$ cat src/rtl/dbgctl_pkg.sv
package dbgctl_pkg;
  localparam int REG_W    = 32;
  localparam int INH_BIT  = 20;
  localparam int VER_LO   = 15;
  localparam int VER_W    = 3;
  localparam int CAUSE_LO = 10;
  localparam int CAUSE_W  = 5;
  localparam int SST_BIT  = 8;
  localparam int FLAG_W   = 6;
  localparam int DINT_BIT = 5;
  localparam int TYPE_W   = 3;

  typedef struct packed {
    logic              setInh;
    logic              clrInh;
    logic              swInhWe;
    logic              loadCause;
    logic              clrFlags;
    logic              loadFlags;
    logic [FLAG_W-1:0] flagVal;
    logic              swSstWe;
    logic              swDintWe;
    logic              setDbg;
    logic              clrDbg;
  } ctlStrb_t;
endpackage

$ cat src/rtl/dbgctl_control.sv
module dbgctl_control
  import dbgctl_pkg::*;
(
  input  logic              wrEn,
  input  logic              dbgEntry,
  input  logic [TYPE_W-1:0] dbgType,
  input  logic              excInDbg,
  input  logic              dbgReturn,
  input  logic              inDebug,
  output ctlStrb_t          strb
);
  logic [FLAG_W-1:0] oneHot;

  // one-hot decode of the debug exception type; out-of-range codes give zero
  for (genvar i = 0; i < FLAG_W; i++) begin : g_dec
    assign oneHot[i] = (dbgType == TYPE_W'(i));
  end

  always_comb begin
    strb           = '0;
    // hardware set beats return, return beats software
    strb.setInh    = dbgEntry | excInDbg;
    strb.clrInh    = dbgReturn & ~strb.setInh;
    strb.swInhWe   = wrEn & inDebug & ~strb.setInh & ~dbgReturn;
    strb.loadCause = excInDbg;
    strb.clrFlags  = excInDbg;
    strb.loadFlags = dbgEntry & ~excInDbg;
    strb.flagVal   = oneHot;
    strb.swSstWe   = wrEn;
    strb.swDintWe  = wrEn & ~dbgEntry & ~excInDbg;
    strb.setDbg    = dbgEntry;
    strb.clrDbg    = dbgReturn & ~dbgEntry;
  end
endmodule

$ cat src/rtl/dbgctl_datapath.sv
module dbgctl_datapath
  import dbgctl_pkg::*;
#(
  parameter int VERSION = 1
) (
  input  logic               clk,
  input  logic               rstN,
  input  ctlStrb_t           strb,
  input  logic [REG_W-1:0]   wrData,
  input  logic [CAUSE_W-1:0] excCode,
  output logic [REG_W-1:0]   rdData,
  output logic               inhibit,
  output logic               inDebug,
  output logic               singleStepEn
);
  logic               inhReg;
  logic [CAUSE_W-1:0] causeReg;
  logic               sstReg;
  logic [FLAG_W-1:0]  flagReg;
  logic               dbgReg;

  always_ff @(posedge clk) begin
    if (!rstN) begin
      inhReg   <= 1'b0;
      causeReg <= '0;
      sstReg   <= 1'b0;
      flagReg  <= '0;
      dbgReg   <= 1'b0;
    end else begin
      if (strb.setInh)       inhReg <= 1'b1;
      else if (strb.clrInh)  inhReg <= 1'b0;
      else if (strb.swInhWe) inhReg <= wrData[INH_BIT];

      if (strb.loadCause) causeReg <= excCode;

      if (strb.swSstWe) sstReg <= wrData[SST_BIT];

      if (strb.clrFlags)       flagReg <= '0;
      else if (strb.loadFlags) flagReg <= strb.flagVal;
      else if (strb.swDintWe)  flagReg[DINT_BIT] <= wrData[DINT_BIT];

      if (strb.setDbg)      dbgReg <= 1'b1;
      else if (strb.clrDbg) dbgReg <= 1'b0;
    end
  end

  always_comb begin
    rdData                              = '0;
    rdData[INH_BIT]                     = inhReg;
    rdData[VER_LO +: VER_W]             = VER_W'(VERSION);
    rdData[CAUSE_LO +: CAUSE_W]         = causeReg;
    rdData[SST_BIT]                     = sstReg;
    rdData[FLAG_W-1:0]                  = flagReg;
  end

  assign inhibit      = inhReg;
  assign inDebug      = dbgReg;
  assign singleStepEn = sstReg;


  hw_flags_win_chk: assert property (@(posedge clk) disable iff (!rstN)
    strb.clrFlags |=> flagReg == '0);

  inh_outside_dbg_chk: assert property (@(posedge clk) disable iff (!rstN)
    (!dbgReg && !strb.setInh) |=> !inhReg || $past(inhReg));
endmodule

$ cat src/rtl/dbgctl_errq.sv
module dbgctl_errq #(
  parameter int NUM_SRC = 4,
  localparam int SRC_W  = $clog2(NUM_SRC)
) (
  input  logic               clk,
  input  logic               rstN,
  input  logic [NUM_SRC-1:0] errIn,
  input  logic               errAck,
  input  logic               inhibit,
  output logic               errReq,
  output logic [SRC_W-1:0]   errSrc
);
  logic [NUM_SRC-1:0] pend;
  logic [NUM_SRC-1:0] clrVec;

  // highest index has priority
  always_comb begin
    errSrc = '0;
    for (int i = 0; i < NUM_SRC; i++) begin
      if (pend[i]) errSrc = SRC_W'(i);
    end
  end

  assign errReq = (|pend) & ~inhibit;

  for (genvar i = 0; i < NUM_SRC; i++) begin : g_pend
    assign clrVec[i] = errAck & errReq & (errSrc == SRC_W'(i));
    always_ff @(posedge clk) begin
      if (!rstN) pend[i] <= 1'b0;
      else       pend[i] <= (pend[i] & ~clrVec[i]) | errIn[i];
    end
  end


  req_masked_chk: assert property (@(posedge clk) disable iff (!rstN)
    inhibit |-> !errReq);

  src_pending_chk: assert property (@(posedge clk) disable iff (!rstN)
    errReq |-> pend[errSrc]);

  ack_retires_chk: assert property (@(posedge clk) disable iff (!rstN)
    (errReq && errAck && !errIn[errSrc]) |=> !pend[$past(errSrc)]);
endmodule

$ cat src/rtl/dbgctl_top.sv
module dbgctl_top
  import dbgctl_pkg::*;
(
  input  logic        clk,
  input  logic        rstN,
  input  logic        wrEn,
  input  logic [31:0] wrData,
  input  logic        dbgEntry,
  input  logic [2:0]  dbgType,
  input  logic        excInDbg,
  input  logic [4:0]  excCode,
  input  logic        dbgReturn,
  input  logic [3:0]  errIn,
  input  logic        errAck,
  output logic [31:0] rdData,
  output logic        singleStepEn,
  output logic        inDebug,
  output logic        errReq,
  output logic [1:0]  errSrc
);
  ctlStrb_t strb;
  logic     inhibit;

  dbgctl_control u_ctl (
    .wrEn      (wrEn),
    .dbgEntry  (dbgEntry),
    .dbgType   (dbgType),
    .excInDbg  (excInDbg),
    .dbgReturn (dbgReturn),
    .inDebug   (inDebug),
    .strb      (strb)
  );

  dbgctl_datapath #(.VERSION(1)) u_dp (
    .clk          (clk),
    .rstN         (rstN),
    .strb         (strb),
    .wrData       (wrData),
    .excCode      (excCode),
    .rdData       (rdData),
    .inhibit      (inhibit),
    .inDebug      (inDebug),
    .singleStepEn (singleStepEn)
  );

  dbgctl_errq #(.NUM_SRC(4)) u_err (
    .clk     (clk),
    .rstN    (rstN),
    .errIn   (errIn),
    .errAck  (errAck),
    .inhibit (inhibit),
    .errReq  (errReq),
    .errSrc  (errSrc)
  );


  entry_sets_mode_chk: assert property (@(posedge clk) disable iff (!rstN)
    dbgEntry |=> inDebug && rdData[INH_BIT]);

  exc_cause_chk: assert property (@(posedge clk) disable iff (!rstN)
    excInDbg |=> rdData[FLAG_W-1:0] == '0 && rdData[CAUSE_LO +: CAUSE_W] == $past(excCode));

  return_leaves_chk: assert property (@(posedge clk) disable iff (!rstN)
    (dbgReturn && !dbgEntry && !excInDbg) |=> !inDebug && !rdData[INH_BIT]);

  sst_follows_write_chk: assert property (@(posedge clk) disable iff (!rstN)
    wrEn |=> singleStepEn == $past(wrData[SST_BIT]));
endmodule

$ cat config.mk
export PLATFORM = sky130hd
export DESIGN_NAME = dbgctl_top
export DESIGN_NICKNAME = d
export VERILOG_FILES = /design/src/rtl/dbgctl_pkg.sv /design/src/rtl/dbgctl_control.sv /design/src/rtl/dbgctl_datapath.sv /design/src/rtl/dbgctl_errq.sv /design/src/rtl/dbgctl_top.sv
export SDC_FILE = /design/constraint.sdc
export NUM_CORES = 1
export LEC_CHECK = 0
export CAP_MARGIN = 30
export CORE_MARGIN = 1
export CORE_UTILIZATION = 50
export CTS_BUF_LIST = sky130_fd_sc_hd__clkbuf_2 sky130_fd_sc_hd__clkbuf_4 sky130_fd_sc_hd__clkbuf_8
export DETAILED_ROUTE_END_ITERATION = 12
export DONT_BUFFER_PORTS = 1
export GPL_ROUTABILITY_DRIVEN = 0
export SYNTH_ARGS = -nofsm -noshare
export SYNTH_HDL_FRONTEND = slang
export SYNTH_SLANG_ARGS = --single-unit
export TNS_END_PERCENT = 1
$ cat constraint.sdc
create_clock -name clk -period 3.11 [get_ports clk]
set_clock_uncertainty 0.1 [all_clocks]
set_input_delay 0.622 -clock clk [delete_from_list [all_inputs] [get_ports clk]]
set_output_delay 0.622 -clock clk [all_outputs]
set_load 0.01 [all_outputs]
# After elaboration in Yosys (flattened, before gate mapping)

Index checks and enable logic that the tools add are counted.

Equality and inequality tests: 8
Bitwise operators: 33
Mux-type cells: 10
Reductions and logical operators: 7

Operator list:

| kind               | number |
|---|---|
| $and 1x1->1        | 18 |
| $not 1->1          | 10 |
| $mux 1             | 8 |
| $eq 3x2->1 const B | 2 |
| $eq 3x3->1 const B | 2 |
| $or 1x1->1         | 5 |
| $eq 2x2->1 const B | 2 |
| $mux 2             | 2 |
| $reduce_bool 2->1  | 2 |
| $reduce_or 4->1    | 1 |
| $eq 3x1->1 const B | 1 |
| $logic_not 3->1    | 1 |
| $reduce_bool 3->1  | 1 |
| $eq 2x1->1 const B | 1 |
| $logic_not 2->1    | 1 |
| $reduce_or 2->1    | 1 |

Output and inout bits: 37
Register bits: 18

# Logic depth before layout (Yosys ltp)

Depth in word-level cells: 8
Depth in mapped cells: 4
Gate-level depth less buffers: 3

# Modules after synthesis

A second synthesis with hierarchy kept.

Cell total of the unflattened synthesis: 110
Area, all modules: 1024.7 um^2

Modules (own cells, without submodules):

| module          | cells an instance | area an instance (um^2) | instances |
|---|---|---|---|
| dbgctl_datapath | 73                | 723.2                   | 1 |
| dbgctl_errq     | 20                | 176.4                   | 1 |
| dbgctl_control  | 17                | 125.1                   | 1 |

# Least setup slack after synthesis

OpenSTA, ideal clock, no wires.

Path kind: input to register
Start point: input port excInDbg
End point: register u_dp.flagReg[2]
Path slack: 1463 ps
Stages: 4
Data arrival time: 1477 ps
Cell sequence: buf_6 > nand2b_4 > or4b_1 > a21oi_1

Word-level cells in the longest chain between the ends: 2
Elaborated cells between the ends (all ways): 3
Classes of those cells: bitwise (2); reduce/logical (1)

Ends and longest elaborated chain:

| what                           | RTL line              | RTL |
|---|---|---|
| start: declaration             | dbgctl_top.sv:10      | `input logic excInDbg,` |
| $not 1->1                      | dbgctl_control.sv:27  | `strb.loadFlags = dbgEntry & ~excInDbg;` |
| $and 1x1->1                    | dbgctl_control.sv:27  |  |
| end signal: assignment         | dbgctl_datapath.sv:39 | `else if (strb.loadFlags) flagReg <= strb.flagVal;` |
| end signal: indexed assignment | dbgctl_datapath.sv:40 | `else if (strb.swDintWe) flagReg[DINT_BIT] <= wrData[DINT_BIT];` |
| end: declaration               | dbgctl_datapath.sv:19 | `logic [FLAG_W-1:0] flagReg;` |

Several ways; a longest one is shown, not always the timed one.
A chain may end at the register's enable or synchronous reset.

# Final worst setup path

Start point: register u_err.pend[2]
End point: output port errReq

Word-level cells in the longest chain between the ends: 2

Ends and longest elaborated chain:

| what                             | RTL line          | RTL |
|---|---|---|
| start: declaration               | dbgctl_errq.sv:13 | `logic [NUM_SRC-1:0] pend;` |
| start signal: indexed assignment | dbgctl_errq.sv:30 | `else pend[i] <= (pend[i] & ~clrVec[i]) \| errIn[i];` |
| $reduce_or 4->1                  | dbgctl_errq.sv:24 | `assign errReq = (\|pend) & ~inhibit;` |
| $and 1x1->1                      | dbgctl_errq.sv:24 |  |
| end: declaration                 | dbgctl_top.sv:18  | `output logic errReq,` |

Every way passes these cells.

==> impl_metrics.py <==
metrics = {
    "run_status": {
        "outcome": "complete, no violations",
    },
    "global_routing": {
        "grt_pass1_vias": 498,
        "met3_usage_pct": 3.200,
        "top_usage_layer": "met2",
        "grt_use_met2_pct": 22.65,
        "grt_usage_pct": 14.79,
        "grt_pass1_wl_mm": 2.118,
        "grt-ovfl-total": 0,
        "antenna_found_initial": 0,
        "grt_max_degree": 14,
        "use_met1_pct": 18.18,
    },
    "timing": {
        "slew_violations": 0,
        "finalCritPeriodShare_pct": 63.88,
        "setup_viol": 0,
        "hold_viol": 0,
        "grt_setup_unrepaired": "no",
        "finalWorstSetupSlack_ns": 1.123,
        "period_needed_ns": 1.987,
        "fin_tns_setup_ns": 0,
        "max_freq_ghz": 0.5034,
    },
    "clocking": {
        "htreeDepth": 1,
        "clk_latency_ns": 0.28,
        "numCtsBuffers": 3,
        "post_cts_buffers": 0,
        "cts.sink_count": 18,
        "cts_tree": "yes",
        "root_buffer": "clkbuf_4",
        "cts.clk_slew.worst_paths_ns": 0.09,
        "hold_buffers": 0,
        "clk_path_buf_depth": 2,
        "ctsResizeCount": 0,
    },
    "worst_setup_path": {
        "crit_slowest_cell": "or2_2",
        "end_kind": "primary output",
        "crit_required_ns": 2.39,
        "rr_worst_depth": 3,
        "crit_chain": "or2_2, nor3_1, nor2_1",
        "worstPathArrival_ns": 1.26,
        "crit_path_start_kind": "register",
        "path_depth": 3,
        "path_buf_inv": 0,
        "cpPeakStageDelay_ns": 0.35,
        "crit_type": "reg -> out",
        "path_delay_family": "simple AND/OR/NAND/NOR gates",
        "cp_max_fo": 4,
    },
    "synth": {
        "seq_area_frac_synth_pct": 39.34,
        "netlist_area_sq_um": 915.9,
        "yosysWarnings": 0,
        "ys_ff_latch": 18,
        "synth.distinct_cells": 29,
        "syn_inst": 98,
        "syn_area_per_cell_sq_um": 9.346,
    },
    "power": {
        "pwr_density_cell_nw_per_um2": 501.4,
        "ir_drop_mv": 0.3028,
        "p_seq_share_pct": 57.8,
        "power_frac_clock_pct": 31.8,
        "p_sw_mw": 0.1052,
        "power_frac_comb_pct": 10.4,
        "switching_share_pct": 23.98,
        "internal_power_mw": 0.3333,
        "p_leak_nw": 0.3704,
    },
    "placed_design": {
        "place_ws_ns": 1.438,
        "io_buffers": 0,
        "hpwl_mm": 1.062,
    },
    "cells_and_area": {
        "nNetsFinal": 148,
        "fillers": 171,
        "drive_gt1_share_pct": 10.42,
        "synthToLayoutAreaGrowth_pct": -4.508,
        "n_antenna_cell": 0,
    },
    "route": {
        "post_drt_wl_per_cell_um": 11.45,
        "first_pass_iters": 4,
        "wl_mm": 1.386,
        "drc_errors": 0,
        "drt_iter0_drc": 4,
        "antenna_left": 0,
        "vias_per_cell": 4.769,
        "vias": 577,
    },
    "worst_hold_path": {
        "whs_path_depth": 1,
        "min_path_type": "in -> reg",
    },
    "floorplan": {
        "chipHeight_um": 44.80,
        "core_sq_um": 1727,
        "io_pins": 88,
        "die_area_sq_um": 2007,
        "initial_core_util_pct": 53.04,
        "dieWidth_um": 44.80,
        "row_count": 15,
    },
    "flow_run": {
        "drv_cap": 0,
    },
}
power by group through the flow:
stage | combinational, mW | sequential (mW) | clock (mW)
after detailed placement | 0.0455 | 0.259 | 0
final | 0.0454 | 0.254 | 0.139
after CTS | 0.0455 | 0.254 | 0.148
after floorplan | 0.0666 | 0.256 | 0
after global placement | 0.0448 | 0.259 | 0
after global routing | 0.0523 | 0.255 | 0.156
cells in the mapped netlist:
| cell type | instances | share of area [%] |
|---|---|---|
| clkbuf_1 | 1 | 0.41 |
| a21bo_2 | 1 | 1.1 |
| a21oi_1 | 6 | 3.3 |
| or4_1 | 1 | 0.82 |
| o21a_1 | 3 | 2.5 |
| or4b_1 | 1 | 1.1 |
| buf_6 | 1 | 1.2 |
| o221a_2 | 1 | 1.2 |
| buf_4 | 21 | 17 |
| nand2b_4 | 1 | 1.5 |
| or3_1 | 2 | 1.4 |
| nor2_1 | 3 | 1.2 |
| nor2b_1 | 8 | 5.5 |
| inv_1 | 2 | 0.82 |
| mux2i_1 | 7 | 7.7 |
| a21boi_0 | 1 | 0.82 |
| dfxtp_1 | 18 | 39 |
| or2_2 | 1 | 0.68 |
| conb_1 | 2 | 0.82 |
| nor3_1 | 1 | 0.55 |
| a21o_1 | 1 | 0.82 |
| and4bb_2 | 1 | 1.4 |
| o21ai_0 | 1 | 0.55 |
| o22a_1 | 1 | 0.96 |
| nand2_1 | 5 | 2.0 |
| a22oi_1 | 1 | 0.82 |
| o31a_2 | 1 | 1.1 |
| nand2b_1 | 4 | 2.7 |
| nand3_1 | 1 | 0.55 |
flip-flops by register name, indices dropped and copies added (netlist names):
signal	cells
u_dp.causeReg	5
u_dp.flagReg	6
u_dp.inDebug	1
u_dp.inhibit	1
u_dp.singleStepEn	1
u_err.pend	4
per-layer routing:
layer / up-vias / part of all wire (%)
li1: 288 / -
met1: 252 / 44
met4: 0 / 0.94
met2: 35 / 45
met3: 2 / 9.3
met5: - / 0
kinds of logic after synthesis:
logic type,synth area share [%]
other cells,0.8200
buf+inv,19.67
simple gates,19.40
flops,39.34
mux,7.651
compound gates,13.12
final timing paths:
path                                      from                      endpoint  slack (ns)
hold / removal                            rstN      u_err.pend[2]$_SDFF_PN0_        0.35
setup / recovery      u_err.pend[2]$_SDFF_PN0_                        errReq        1.12
hold reg to reg   u_dp.flagReg[2]$_SDFFE_PP0P_  u_dp.flagReg[2]$_SDFFE_PP0P_        0.40
setup reg to reg     u_dp.inhibit$_SDFFE_PN0P_      u_err.pend[0]$_SDFF_PN0_        1.80
through the flow:
| stage | instance area, sq um | power, mW | std cells | hold slack [ns] | utilization (%) |
|---|---|---|---|---|---|
| CTS | 874.6 | 0.4473 | 121 | 0.3372 | 50.65 |
| global placement | 838.3 | 0.3034 | 117 | 0.3900 | 48.55 |
| finish | 874.6 | 0.4385 | 121 | 0.3525 | 50.65 |
| global route | 874.6 | 0.4632 | 121 | 0.3299 | 50.65 |
| floorplan | 979.7 | 0.3225 | 115 | 0.3715 | - |
| detailed placement | 838.3 | 0.3044 | 117 | 0.3982 | 48.55 |
final cells by class:
| class | count | area (sq um) | area share, % |
|---|---|---|---|
| Tap cell | 25 | 31.28 | 3.577 |
| Multi-Input combinational cell | 72 | 439.2 | 50.21 |
| Inverter | 2 | 7.507 | 0.8584 |
| Clock buffer | 4 | 36.28 | 4.149 |
| Sequential cell | 18 | 360.3 | 41.20 |
placed cells by master (no fill, tap or decap), drive strengths merged:
cell type / netlist / layout
a21bo: 1 / 1
a21boi: 1 / 1
a21o: 1 / 1
a21oi: 6 / 6
a22oi: 1 / 1
and4bb: 1 / 1
clkbuf: 1 / 4
conb: 2 / 19
dfxtp: 18 / 18
inv: 2 / 2
mux2i: 7 / 7
nand2: 5 / 5
nand2b: 5 / 5
nand3: 1 / 1
nor2: 3 / 3
nor2b: 8 / 8
nor3: 1 / 1
o21a: 3 / 3
o21ai: 1 / 1
o221a: 1 / 1
o22a: 1 / 1
o31a: 1 / 1
or2: 1 / 1
or3: 2 / 2
or4: 1 / 1
or4b: 1 / 1
Power figures use the tool's default switching activity.
